File: src/rtl/capReconfigPkg.sv
package capReconfigPkg;

  // Strobes that the control side drives into the datapath each cycle
  typedef struct packed {
    logic rollInterval;  // last cycle of the current decision window
    logic startWalk;     // mode flips on this edge; flush walk begins
    logic walking;       // flush walk in progress (bank stalled)
  } cfgStrobe_t;

endpackage

File: src/rtl/capReconfigDatapath.sv
module capReconfigDatapath
  import capReconfigPkg::*;
#(
  parameter int LINES     = 64,
  parameter int INTERVAL  = 1024,
  parameter int FRAC_BITS = 4,
  parameter int MISS_TH   = 2,
  parameter int USE_TH    = 8
) (
  input  logic                     clk,
  input  logic                     rstN,
  input  cfgStrobe_t               strobe,
  input  logic                     accValid,
  input  logic                     accHit,
  input  logic                     accWrite,
  input  logic                     accSpare,
  input  logic [$clog2(LINES)-1:0] accLine,
  output logic                     missHigh,
  output logic                     usageLow,
  output logic                     walkLast,
  output logic                     flushValid,
  output logic [$clog2(LINES)-1:0] flushLine
);

  localparam int LINE_W = $clog2(LINES);
  localparam int CNT_W  = $clog2(INTERVAL + 1);
  localparam int TH_W   = $clog2(MISS_TH + 1);
  localparam int CMP_W  = CNT_W + FRAC_BITS + TH_W;

  logic [CNT_W-1:0]  accCnt, missCnt, accSum, missSum;
  logic [LINES-1:0]  usageBits, usageSum, touchVec;
  logic [LINES-1:0]  dirtyBits;
  logic [LINE_W-1:0] walkPtr;
  logic              accept;
  logic [CMP_W-1:0]  missScaled, accScaled;

  assign accept = accValid && !strobe.walking;

  // Window totals including the current cycle
  assign accSum  = accCnt + CNT_W'(accept);
  assign missSum = missCnt + CNT_W'(accept && !accHit);

  generate
    for (genvar i = 0; i < LINES; i++) begin : g_touch
      assign touchVec[i] = accept && (accLine == LINE_W'(i));
    end
  endgenerate

  assign usageSum = usageBits | touchVec;

  // Fixed-point ratio compare: misses * 2^FRAC_BITS versus accesses * MISS_TH
  assign missScaled = CMP_W'(missSum) << FRAC_BITS;
  assign accScaled  = CMP_W'(accSum) * CMP_W'(MISS_TH);
  assign missHigh   = missScaled > accScaled;
  assign usageLow   = $countones(usageSum) < USE_TH;

  always_ff @(posedge clk) begin
    if (!rstN) begin
      accCnt    <= '0;
      missCnt   <= '0;
      usageBits <= '0;
    end else if (strobe.rollInterval) begin
      accCnt    <= '0;
      missCnt   <= '0;
      usageBits <= '0;
    end else begin
      accCnt    <= accSum;
      missCnt   <= missSum;
      usageBits <= usageSum;
    end
  end

  // Modified-removable flags and the sequential walk pointer
  assign walkLast   = strobe.walking && (walkPtr == LINE_W'(LINES - 1));
  assign flushLine  = walkPtr;
  assign flushValid = strobe.walking && dirtyBits[walkPtr];

  always_ff @(posedge clk) begin
    if (!rstN) begin
      dirtyBits <= '0;
      walkPtr   <= '0;
    end else begin
      if (accept && accWrite && accSpare) dirtyBits[accLine] <= 1'b1;
      if (strobe.walking) dirtyBits[walkPtr] <= 1'b0;
      if (strobe.startWalk)    walkPtr <= '0;
      else if (strobe.walking) walkPtr <= walkLast ? '0 : walkPtr + 1'b1;
    end
  end


  walk_step_chk: assert property (@(posedge clk) disable iff (!rstN)
    (strobe.walking && $past(strobe.walking)) |-> (walkPtr == LINE_W'($past(walkPtr) + 1'b1)));


  window_clear_chk: assert property (@(posedge clk) disable iff (!rstN)
    $past(strobe.rollInterval) |-> (accCnt == '0 && missCnt == '0 && usageBits == '0));


  miss_bound_chk: assert property (@(posedge clk) disable iff (!rstN)
    missCnt <= accCnt);


  stall_freeze_chk: assert property (@(posedge clk) disable iff (!rstN)
    (strobe.walking && !strobe.rollInterval) |=> (accCnt == $past(accCnt) && usageBits == $past(usageBits)));

endmodule

File: src/rtl/capReconfigControl.sv
module capReconfigControl
  import capReconfigPkg::*;
#(
  parameter int INTERVAL = 1024
) (
  input  logic       clk,
  input  logic       rstN,
  input  logic       missHigh,
  input  logic       usageLow,
  input  logic       walkLast,
  output cfgStrobe_t strobe,
  output logic       modeLarge,
  output logic       stall
);

  localparam int INT_W = $clog2(INTERVAL);

  logic [INT_W-1:0] intCnt;
  logic             boundary, growNow, shrinkNow, flipNow;

  assign boundary  = (intCnt == INT_W'(INTERVAL - 1));
  assign growNow   = boundary && !modeLarge && missHigh;
  // Grow condition wins: a bank under miss pressure never shrinks
  assign shrinkNow = boundary && modeLarge && usageLow && !missHigh;
  assign flipNow   = growNow || shrinkNow;

  assign strobe.rollInterval = boundary;
  assign strobe.startWalk    = flipNow;
  assign strobe.walking      = stall;

  always_ff @(posedge clk) begin
    if (!rstN) begin
      intCnt    <= '0;
      modeLarge <= 1'b0;
      stall     <= 1'b0;
    end else begin
      intCnt <= boundary ? '0 : intCnt + 1'b1;
      if (flipNow) begin
        modeLarge <= !modeLarge;
        stall     <= 1'b1;
      end else if (walkLast) begin
        stall <= 1'b0;
      end
    end
  end


  mode_at_boundary_chk: assert property (@(posedge clk) disable iff (!rstN)
    (modeLarge != $past(modeLarge)) |-> $past(boundary));


  stall_on_flip_chk: assert property (@(posedge clk) disable iff (!rstN)
    $rose(stall) |-> (modeLarge != $past(modeLarge)));


  stall_end_chk: assert property (@(posedge clk) disable iff (!rstN)
    $fell(stall) |-> $past(walkLast));

endmodule

File: src/rtl/capReconfigCtrl.sv
module capReconfigCtrl
  import capReconfigPkg::*;
#(
  parameter int LINES     = 64,
  parameter int INTERVAL  = 1024,
  parameter int FRAC_BITS = 4,
  parameter int MISS_TH   = 2,
  parameter int USE_TH    = 8
) (
  input  logic                     clk,
  input  logic                     rstN,
  input  logic                     accValid,
  input  logic                     accHit,
  input  logic                     accWrite,
  input  logic                     accSpare,
  input  logic [$clog2(LINES)-1:0] accLine,
  output logic                     modeLarge,
  output logic                     stall,
  output logic                     flushValid,
  output logic [$clog2(LINES)-1:0] flushLine
);

  cfgStrobe_t strobe;
  logic       missHigh, usageLow, walkLast;

  capReconfigControl #(.INTERVAL(INTERVAL)) uCtrl (
    .clk(clk), .rstN(rstN),
    .missHigh(missHigh), .usageLow(usageLow), .walkLast(walkLast),
    .strobe(strobe), .modeLarge(modeLarge), .stall(stall)
  );

  capReconfigDatapath #(
    .LINES(LINES), .INTERVAL(INTERVAL), .FRAC_BITS(FRAC_BITS),
    .MISS_TH(MISS_TH), .USE_TH(USE_TH)
  ) uData (
    .clk(clk), .rstN(rstN), .strobe(strobe),
    .accValid(accValid), .accHit(accHit), .accWrite(accWrite),
    .accSpare(accSpare), .accLine(accLine),
    .missHigh(missHigh), .usageLow(usageLow), .walkLast(walkLast),
    .flushValid(flushValid), .flushLine(flushLine)
  );


  flush_in_stall_chk: assert property (@(posedge clk) disable iff (!rstN)
    flushValid |-> stall);

endmodule

File: config.mk
export PLATFORM = sky130hd
export DESIGN_NAME = capReconfigCtrl
export DESIGN_NICKNAME = d
export VERILOG_FILES = /design/src/rtl/capReconfigPkg.sv /design/src/rtl/capReconfigDatapath.sv /design/src/rtl/capReconfigControl.sv /design/src/rtl/capReconfigCtrl.sv
export SDC_FILE = /design/constraint.sdc
export NUM_CORES = 1
export LEC_CHECK = 0
export BUFFER_PORTS_ARGS = -buffer_cell sky130_fd_sc_hd__buf_4
export CAP_MARGIN = 20
export CORE_MARGIN = 5
export CORE_UTILIZATION = 45
export DETAILED_ROUTE_END_ITERATION = 6
export PLACE_DENSITY = 0.71
export SLEW_MARGIN = 20
export SYNTH_ARGS = -nofsm -noshare
export SYNTH_HDL_FRONTEND = slang
export SYNTH_SLANG_ARGS = --single-unit
File: constraint.sdc
create_clock -name clk -period 13.5 [get_ports clk]
set_clock_uncertainty 0.15 [all_clocks]
set_input_delay 4.05 -clock clk [delete_from_list [all_inputs] [get_ports clk]]
set_output_delay 4.05 -clock clk [all_outputs]
set_load 0.01 [all_outputs]
**Word-level counts from Yosys, hierarchy flattened**

Index checks and enable logic that the tools add are counted.

- $mul: 0
- Bitwise gates (word level): 5
- Shift operators: 0
- Divide/modulo/power cells: 0
- $lt $le $gt $ge: 6
- $add $sub $neg: 67
- Multiplexer cells: 12
- Equality and inequality tests: 65
- Reduce and logical (&&, ||, !) cells: 86

Operator list:

| kind | count |
|---|---|
| $add A32 B32 Y32 | 31 |
| $eq A6 B6 Y1 const B | 33 |
| $mux W64 | 3 |
| $or A64 B64 Y64 | 2 |
| $eq A6 B5 Y1 const B | 16 |
| $logic_and A1 B1 Y1 | 77 |
| $add A1 B1 Y2 | 32 |
| $and A64 B64 Y64 | 1 |
| $not A64 Y64 | 1 |
| $eq A6 B4 Y1 const B | 8 |
| $lt A32 B5 Y1 const B | 1 |
| $eq A6 B3 Y1 const B | 4 |
| $add A11 B1 Y11 | 2 |
| $gt A15 B12 Y1 | 1 |
| $lt A6 B7 Y1 const B | 2 |
| $demux W1 S6 | 2 |
| $eq A6 B2 Y1 const B | 2 |
| $ge A6 B1 Y1 const B | 2 |
| $add A10 B1 Y10 const B | 1 |
| $eq A10 B10 Y1 const B | 1 |
| $add A6 B1 Y6 const B | 1 |
| $bmux W1 S6 | 1 |
| $eq A6 B1 Y1 const B | 1 |
| $logic_not A6 Y1 | 1 |
| 7 further kinds | 15 |

- Bits in writable memories: 0
- Output and inout port bits: 9
- Logic and storage cells: 249
- Bits in registers: 168
- Input bits: 12
- Bits in latches: 0
- Memory bits (read-only): 0
- Memories: 0

**Longest topological paths before layout**

Gate-level depths: netlist (run 1).

- Word-level depth: 15
- Mapped depth: 27
- Mapped depth without buffers: 26

**Modules after synthesis**

A second synthesis (run 1) with hierarchy kept.

- Cell total of the unflattened synthesis: 952
- Area total of the unflattened synthesis: 8724.6 um^2

By module, submodules not included:

| module | cells an instance | area an instance (um^2) | instances | seq. area each (um^2) |
|---|---|---|---|---|
| capReconfigDatapath | 885 | 8140.3 | 1 | 3123.0 |
| capReconfigControl | 67 | 584.3 | 1 | 240.2 |

**Worst setup path after synthesis (run 1)**

OpenSTA, ideal clock, no wires.

- Path type: input to register
- Start: input accValid
- End: register uCtrl.stall
- Required time: 13.291 ns
- Path buffers: 1
- Arrival time: 9.980 ns
- Path slack: 3.311 ns
- Stages: 24
- Setup time: 0.059 ns
- Path through: nand2b_1 nor3_1 buf_2 a21o_1 ha_1 inv_1 fa_1 inv_1 fa_1 inv_1 fa_1 fa_1 inv_1 fa_1 fa_1 inv_1 fa_1 inv_1 ha_1 nor4b_1 nand2_1 a311o_1 nor3_4 o31a_1

- Word-level cells in the longest chain between the ends: 14
- Elaborated cells on any way between the ends: 141
- Those cells by class: 65 x add/sub; 2 x order compare; 1 x mux; 1 x bitwise; 72 x reduce/logical

RTL lines:

| item | line | text |
|---|---|---|
| start, declared | capReconfigCtrl.sv:12 | `input logic accValid,` |
| $logic_and A1 B1 Y1 * | capReconfigDatapath.sv:37 | `assign accept = accValid && !strobe.walking;` |
| $logic_and A1 B1 Y1 * | capReconfigDatapath.sv:45 | `assign touchVec[i] = accept && (accLine == LINE_W'(i));` |
| $or A64 B64 Y64 * | capReconfigDatapath.sv:49 | `assign usageSum = usageBits \| touchVec;` |
| via uData.usageSum[13] | capReconfigDatapath.sv:31 | `logic [LINES-1:0] usageBits, usageSum, touchVec;` |
| $add A1 B1 Y2 (implied by the code) * | capReconfigDatapath.sv:55 | `assign usageLow = $countones(usageSum) < USE_TH;` |
| $add A32 B32 Y32 (implied by the code) * (5 in a row) | capReconfigDatapath.sv:55 |  |
| $lt A32 B5 Y1 * | capReconfigDatapath.sv:55 |  |
| $logic_and A1 B1 Y1 * (2 in a row) | capReconfigControl.sv:24 | `assign shrinkNow = boundary && modeLarge && usageLow && !missHigh;` |
| $logic_or A1 B1 Y1 * | capReconfigControl.sv:25 | `assign flipNow = growNow \|\| shrinkNow;` |
| $mux W1 / $reduce_bool A2 Y1 (equally long branches) | n/a |  |
| end signal, assigned | capReconfigControl.sv:35 | `stall <= 1'b0;` |
| end signal, assigned | capReconfigControl.sv:40 | `stall <= 1'b1;` |
| end signal, assigned | capReconfigControl.sv:42 | `stall <= 1'b0;` |
| end, declared | capReconfigControl.sv:13 | `output logic stall` |

The timed path passes the listed nets; every way through them passes the cells marked *.
A chain may end at the register's enable or synchronous reset.

**Worst setup path in the final report (run 1)**

- Start: input accLine[0]
- End: register uData.walkPtr[1] (netlist: uData.flushLine[1])

- Word-level cells in the longest chain between the ends: 14
- Elaborated cells on any way between the ends: 197
- Those cells by class: 63 x add/sub; 1 x order compare; 63 x eq/ne; 1 x bitwise; 69 x reduce/logical

RTL lines:

| item | line | text |
|---|---|---|
| start, declared | capReconfigCtrl.sv:16 | `input logic [$clog2(LINES)-1:0] accLine,` |
| $eq A6 B6 Y1 | capReconfigDatapath.sv:45 |  |
| $logic_and A1 B1 Y1 | capReconfigDatapath.sv:45 |  |
| $or A64 B64 Y64 | capReconfigDatapath.sv:49 |  |
| via uData.usageSum[36] | capReconfigDatapath.sv:31 |  |
| $add A1 B1 Y2 (implied by the code) | capReconfigDatapath.sv:55 |  |
| $add A32 B32 Y32 (implied by the code) (5 in a row) | capReconfigDatapath.sv:55 |  |
| $lt A32 B5 Y1 | capReconfigDatapath.sv:55 |  |
| $logic_and A1 B1 Y1 (2 in a row) | capReconfigControl.sv:24 |  |
| $logic_or A1 B1 Y1 | capReconfigControl.sv:25 |  |
| $reduce_or A2 Y1 (no source line) | n/a |  |
| end signal, assigned | capReconfigDatapath.sv:86 | `else if (strobe.walking) walkPtr <= walkLast ? '0 : walkPtr + 1'b1;` |
| end, declared | capReconfigDatapath.sv:33 | `logic [LINE_W-1:0] walkPtr;` |

The timed path passes the listed nets, and every way through them passes these cells.

==> flow_summary.yaml, run 1 <==
die:
  rows: 53
  chipWidth_um: 155
  core-area_mm2: 0.0208
  io_pins: 21
  start_util: 0.453
  fp.dieArea_mm2: 0.0240
  die_y_um: 155
timing:
  finalCriticalPeriod_ns: 10.52
  period_share: 0.779
  setup_violations: 0
  fmax_mhz: 95.1
  tns_ns: 0
  drv_slew: 0
  rsz0062_at_grt: "false"
  max_slew_margin: 0.273
  hold_viol_final: 0
  worst_slew_pin_slew_ns: 1.08
finish:
  n_fill_cell: 1957
  n_antenna_cell: 0
  final_common_cell: "dfxtp_1"
  design.final.nets: 1154
  layout_common_cells: "dfxtp_1, nor2_1, inv_1"
  drive_gt1_frac: 0.0845
  register_area_mm2: 0.00336
  area_growth_pct: 10.0
  multiInputGateArea_mm2: 0.00550
  fin_area_mm2: 0.0104
global_routing:
  grt_pass1_wl_mm: 37.3
  grt_overflow: 0
  antenna_found_initial: 0
  grt.total_usage: 0.196
  grt_pass1_vias: 7076
  grt_max_degree: 117
setup_path:
  critPathKind: "in2reg"
  critPathRequiredTime_ns: 13.66
  critPathArrivalTime_ns: 10.67
  cp_max_fo: 12
  cp-end-kind: "flop"
  start_kind: "input pin"
clock_network:
  cts_setup_buffers: 0
  htreeDepth: 4
  cts_hold_buffers: 0
  clk_pin_slew_ns: 0.07
  clk_latency_ns: 0.44
  ctsLongestPathBuffers: 2
  post_cts_resized: 0
  root_buffer: "clkbuf_16"
  cts_inserted_buffers: 17
  cts_sinks: 168
  cts_tree: "yes"
detailed_routing:
  vias: 7153
  wl_per_cell_um: 17.3
  drcViolationCount: 0
  firstDrtPassIters: 5
  drtIter0Drc: 487
  via_per_inst: 5.44
  ant_nets: 0
  wl_mm: 22.8
placed_design:
  dpl-instance-area_mm2: 0.00976
  gp_congestion: 0.850
  hpwl_mm: 15.5
  portBuffers: 20
synth:
  synthXorXnorAreaFrac: 0.0278
  synth_fa_ha_area_frac: 0.198
  synth-simple-area-share: 0.171
  synthArstFlopShare: 0
  synth-compound-area-share: 0.153
  yosysWarnings: 0
  synth_edf_count: 0
  syn_inst: 1031
  synth_top_family_by_area: "adder cells"
  yosys.cell_types.count: 61
  synth_mux_area_frac: 0.0312
  synth_area_mm2: 0.00944
  syn-num-nets: 1157
  avgSynthCellArea_um2: 9.15
  seq_area_frac_synth: 0.356
  ys_seq_elements: 168
  synthFlopType: "dfxtp_1"
power:
  irDropWorstVdd_mv: 0.0794
  power_density_mw_per_mm2: 102
  leakage_nw: 4.94
status:
  status: "finished, final reports clean"
worst_hold_path:
  min_path_type: "reg2reg"
job:
  maxCapViolations: 0
[power by group]
group / internal [mW] / switching, mW / leakage, nW
Combinational: 0.0244 / 0.0452 / 3.30
Sequential: 0.499 / 0.00175 / 1.35
Clock: 0.253 / 0.235 / 0.289
Total: 0.776 / 0.282 / 4.94
[cell type report]
type,count,share of cell area
well taps,275,0.0332
inverters,97,0.0351
clock buffers,18,0.0423
clock inverters,14,0.0151
flip-flops and latches,168,0.324
repair buffers,27,0.0207
multi-input cells,717,0.530
[sequential cells by signal, summed over array words and instances, names as in the netlist]
signal / count
uCtrl.intCnt: 10
uCtrl.modeLarge: 1
uCtrl.stall: 1
uData.accCnt: 11
uData.dirtyBits: 64
uData.flushLine: 6
uData.missCnt: 11
uData.usageBits: 64
[worst max-delay path, stage by stage]
cell	delay [ns]
buf_4	0.16
or3b_2	0.53
nor2_1	0.45
a21o_1	0.22
ha_1	0.14
inv_1	0.05
fa_1	0.47
fa_1	0.46
fa_1	0.50
inv_1	0.06
fa_1	0.48
fa_1	0.46
fa_1	0.52
inv_1	0.06
fa_1	0.52
inv_1	0.04
ha_1	0.27
nor4b_1	0.31
nand2_1	0.12
a311o_1	0.40
nor3_4	0.28
nor4b_1	0.11
[logic make-up after synthesis]
logic type,after synthesis
and+or+nand+nor,316
AOI/OAI and AO/OA,236
DFF,168
buffers and inverters,146
adders and majority gates,114
xor gates and xnor gates,30
muxes,21
[final timing paths]
check	slack [ns]	end	from	depth (start not counted)
setup / recovery	2.98	uData.flushLine[1]	accLine[0]	22
hold / removal	0.32	uCtrl.intCnt[0]	uCtrl.intCnt[0]	1
setup reg to reg	6.15	uData.flushLine[1]	uCtrl.stall	21
hold reg to reg	0.32	uCtrl.intCnt[0]	uCtrl.intCnt[0]	1
[metal layers]
metal / share of wire / GRT usage / vias up / wire (um)
met1: 0.44 / 0.260 / 3430 / 9970
li1: - / - / 3477 / -
met5: 0 / 0 / - / 0
met2: 0.47 / 0.313 / 181 / 10800
met4: 0.034 / 0.0812 / 0 / 778
met3: 0.055 / 0.0425 / 65 / 1260
[synth_stat cells, types with 3 or more instances]
master	count	area, um2
and4_1	4	35.0
nor4b_1	3	26.3
nand2_1	30	113
inv_1	96	360
a21o_1	66	495
nor2_1	129	484
xnor2_1	14	123
and2_1	4	25.0
buf_2	8	40.0
clkbuf_1	34	128
mux4_2	5	113
o21ai_0	73	365
nand3b_1	5	37.5
nand3_1	24	120
o31a_1	3	26.3
nand2b_1	4	25.0
mux2i_1	11	110
buf_6	3	33.8
nor2b_1	35	219
dfxtp_1	168	3360
and3_1	44	275
ha_1	55	688
a22oi_1	4	30.0
nand4_1	6	37.5
nor3_1	9	45.0
fa_1	59	1180
a21oi_1	69	345
xor2_1	16	140
nor4_1	3	18.8
mux2_2	4	45.0
and3_2	3	22.5
or2_2	3	18.8
[metrics by stage]
stage / hold WS [ns] / setup slack (ns) / utilization / total power [mW] / std cells
after floorplan: 0.276 / 3.31 / - / 0.561 / 1031
after global placement: 0.292 / 2.49 / 0.468 / 0.579 / 1282
after detailed placement: 0.303 / 2.39 / 0.469 / 0.582 / 1283
after CTS: 0.320 / 2.77 / 0.497 / 1.07 / 1315
after global routing: 0.352 / 2.63 / 0.498 / 1.10 / 1316
final: 0.320 / 2.98 / 0.498 / 1.06 / 1316
(Power assumes the default switching activity.)
==> run 2, diff against run 1 <==
--- a/config.mk
+++ b/config.mk
@@ -5,12 +5,13 @@
 export SDC_FILE = /design/constraint.sdc
 export NUM_CORES = 1
 export LEC_CHECK = 0
+export ABC_AREA = 1
 export BUFFER_PORTS_ARGS = -buffer_cell sky130_fd_sc_hd__buf_4
 export CAP_MARGIN = 20
 export CORE_MARGIN = 5
 export CORE_UTILIZATION = 45
 export DETAILED_ROUTE_END_ITERATION = 6
-export PLACE_DENSITY = 0.71
+export PLACE_DENSITY = 0.7
 export SLEW_MARGIN = 20
 export SYNTH_ARGS = -nofsm -noshare
 export SYNTH_HDL_FRONTEND = slang
==> constraint.sdc (replaced) <==
create_clock -name clk -period 10.69 [get_ports clk]
set_clock_uncertainty 0.15 [all_clocks]
set_input_delay 3.207 -clock clk [delete_from_list [all_inputs] [get_ports clk]]
set_output_delay 3.207 -clock clk [all_outputs]
set_load 0.01 [all_outputs]
==> flow_summary.yaml, run 2 <==
die:
  die_y_um: 156
  core-area_mm2: 0.0210
  chipWidth_um: 156
  rows: 53
  start_util: 0.456
  io_pins: 21
  fp.dieArea_mm2: 0.0242
power:
  leakage_nw: 5.17
  fin_total_pwr_mw: 1.35
  power_density_mw_per_mm2: 129
  irDropWorstVdd_mv: 0.116
timing:
  drv_slew: 0
  hold_viol_final: 0
  setup_violations: 0
  worst_slew_pin_slew_ns: 0.991
  period_share: 0.877
  tns_ns: 0
  finalCriticalPeriod_ns: 9.38
  fin_hold_ws_ns: 0.298
  fmax_mhz: 107
  rsz0062_at_grt: "false"
  max_slew_margin: 0.339
synth:
  avgSynthCellArea_um2: 7.78
  syn_inst: 1228
  synth_top_area_share: 0.352
  synth_area_mm2: 0.00955
  synthFlopType: "dfxtp_1"
  syn-num-nets: 1354
  ys_seq_elements: 168
  synth_area_leaders: "dfxtp_1, fa_1, inv_1"
  synth_common_cells: "inv_1, nor2_1, dfxtp_1"
  synth_top_cell_by_area: "dfxtp_1"
  seq_area_frac_synth: 0.352
  yosysMostFrequentCell: "inv_1"
  synthArstFlopShare: 0
  yosys.cell_types.count: 44
  yosysWarnings: 0
  synth_edf_count: 0
global_routing:
  grt.total_usage: 0.205
  grt_overflow: 0
  grt_max_degree: 96
  grt_pass1_vias: 7610
  antenna_found_initial: 0
  grt_pass1_wl_mm: 39.5
setup_path:
  cp-end-kind: "flop"
  crit_path_frequent_cell: "inv_1"
  critPathKind: "in2reg"
  critPathArrivalTime_ns: 9.54
  slowest_delay_ns: 0.53
  slowest_stage: "fa_1"
  critPathRequiredTime_ns: 10.86
  cp_num_buf_inv: 10
  cp_max_fo: 5
  start_kind: "input pin"
  critPathTopFamily: "adder cells"
  rrSetupSlack_ns: 3.80
placed_design:
  hpwl_mm: 17.1
  gp_congestion: 0.914
  portBuffers: 20
  dpl-instance-area_mm2: 0.00991
detailed_routing:
  wl_per_cell_um: 15.6
  vias: 7895
  via_per_inst: 5.16
  highest_layer: "met4"
  dr_wl_met3_mm: 1.86
  ant_nets: 0
  firstDrtPassIters: 5
  wl_mm: 23.8
  drt-met1-wl_mm: 10.8
  wl_met2_mm: 10.5
  drcViolationCount: 0
  drtIter0Drc: 831
clock_network:
  ctsLongestPathBuffers: 2
  cts_sinks: 168
  clk_latency_ns: 0.43
  root_buffer: "clkbuf_16"
  cts_inserted_buffers: 17
  clk_pin_slew_ns: 0.06
  cts_hold_buffers: 0
  cts_tree: "yes"
  cts_setup_buffers: 0
  htreeDepth: 4
  post_cts_resized: 0
finish:
  area_growth_pct: 10.1
  n_antenna_cell: 0
  n_fill_cell: 2077
  postLayoutCoreUtil: 0.502
  drive_gt1_frac: 0.0693
  design.final.nets: 1368
  fin_area_mm2: 0.0105
  layout_common_cells: "inv_1, nor2_1, dfxtp_1"
  top_regs: "uData.dirtyBits: 64 flops, uData.usageBits: 64 flops"
  final_common_cell: "inv_1"
status:
  status: "finished, final reports clean"
job:
  maxCapViolations: 0
worst_hold_path:
  min_path_type: "reg2reg"
## run 2: cell count changes in the layout (fill, tap and decap cells not counted), sizes merged, moves of 10 or more
| cell | previous run | this run |
|---|---|---|
| nor2 | 129 | 202 |
| inv | 103 | 264 |
| nand3 | 24 | 35 |
| xnor2 | 14 | 4 |
| mux2i | 11 | 0 |
| nor3 | 10 | 23 |
| a211oi | 1 | 24 |
| o21ai | 73 | 61 |
| and3 | 48 | 0 |
| a21oi | 69 | 138 |
| nor2b | 35 | 0 |
| a21o | 66 | 0 |
| nand2 | 30 | 123 |
## run 2: final timing paths
| check | depth (start not counted) | from | end |
|---|---|---|---|
| max | 28 | accLine[0] | uData.flushLine[1] |
| min | 1 | uCtrl.intCnt[0] | uCtrl.intCnt[0] |
| max reg2reg | 25 | uCtrl.stall | uData.flushLine[1] |
| min reg2reg | 1 | uCtrl.intCnt[0] | uCtrl.intCnt[0] |
## run 2: through the flow
stage / std cells / worst slack [ns]
6_report: 1530 / 1.31
5_1_grt: 1530 / 0.987
4_1_cts: 1530 / 1.37
3_5_place_dp: 1498 / 0.945
3_3_place_gp: 1498 / 0.998
2_1_floorplan: 1228 / 1.74
## run 2: cells by family (layout without fill, tap and decap cells)
family,count (synthesis),in the layout,share of synthesized area
xor+xnor,19,19,0.0174
fa+ha+maj,114,114,0.196
buf+inv,295,322,0.124
simple gates,396,396,0.178
flops,168,168,0.352
compound gates,236,236,0.134
## run 2: power breakdown
group / internal [mW] / leakage (nW) / switching [mW]
Combinational: 0.0282 / 3.52 / 0.0604
Clock: 0.378 / 0.293 / 0.254
Sequential: 0.630 / 1.35 / 0.00185
## run 2: cell type report
class	count	area [um2]	area share
clock inverters	8	110	0.0105
multi-input cells	765	5020	0.477
inverters	264	992	0.0943
clock buffers	24	502	0.0477
flip-flops and latches	168	3360	0.320
well taps	275	344	0.0327
repair buffers	26	195	0.0185
## run 2: layer usage
metal / GRT usage / up-vias
li1: - / 3862
met1: 0.285 / 3682
met2: 0.311 / 302
met3: 0.0508 / 49
met4: 0.0738 / 0
met5: 0 / -
## run 2: worst register-to-register path, delay by kind of cell, from the launching register on
family | cells | cell delay (ns)
adder cells (fa/ha/maj) | 9 | 3.97
buffers and inverters | 7 | 0.72
flip-flops | 1 | 0.56
AND/OR/NAND/NOR | 8 | 1.17
AO/OA/AOI/OAI | 1 | 0.23
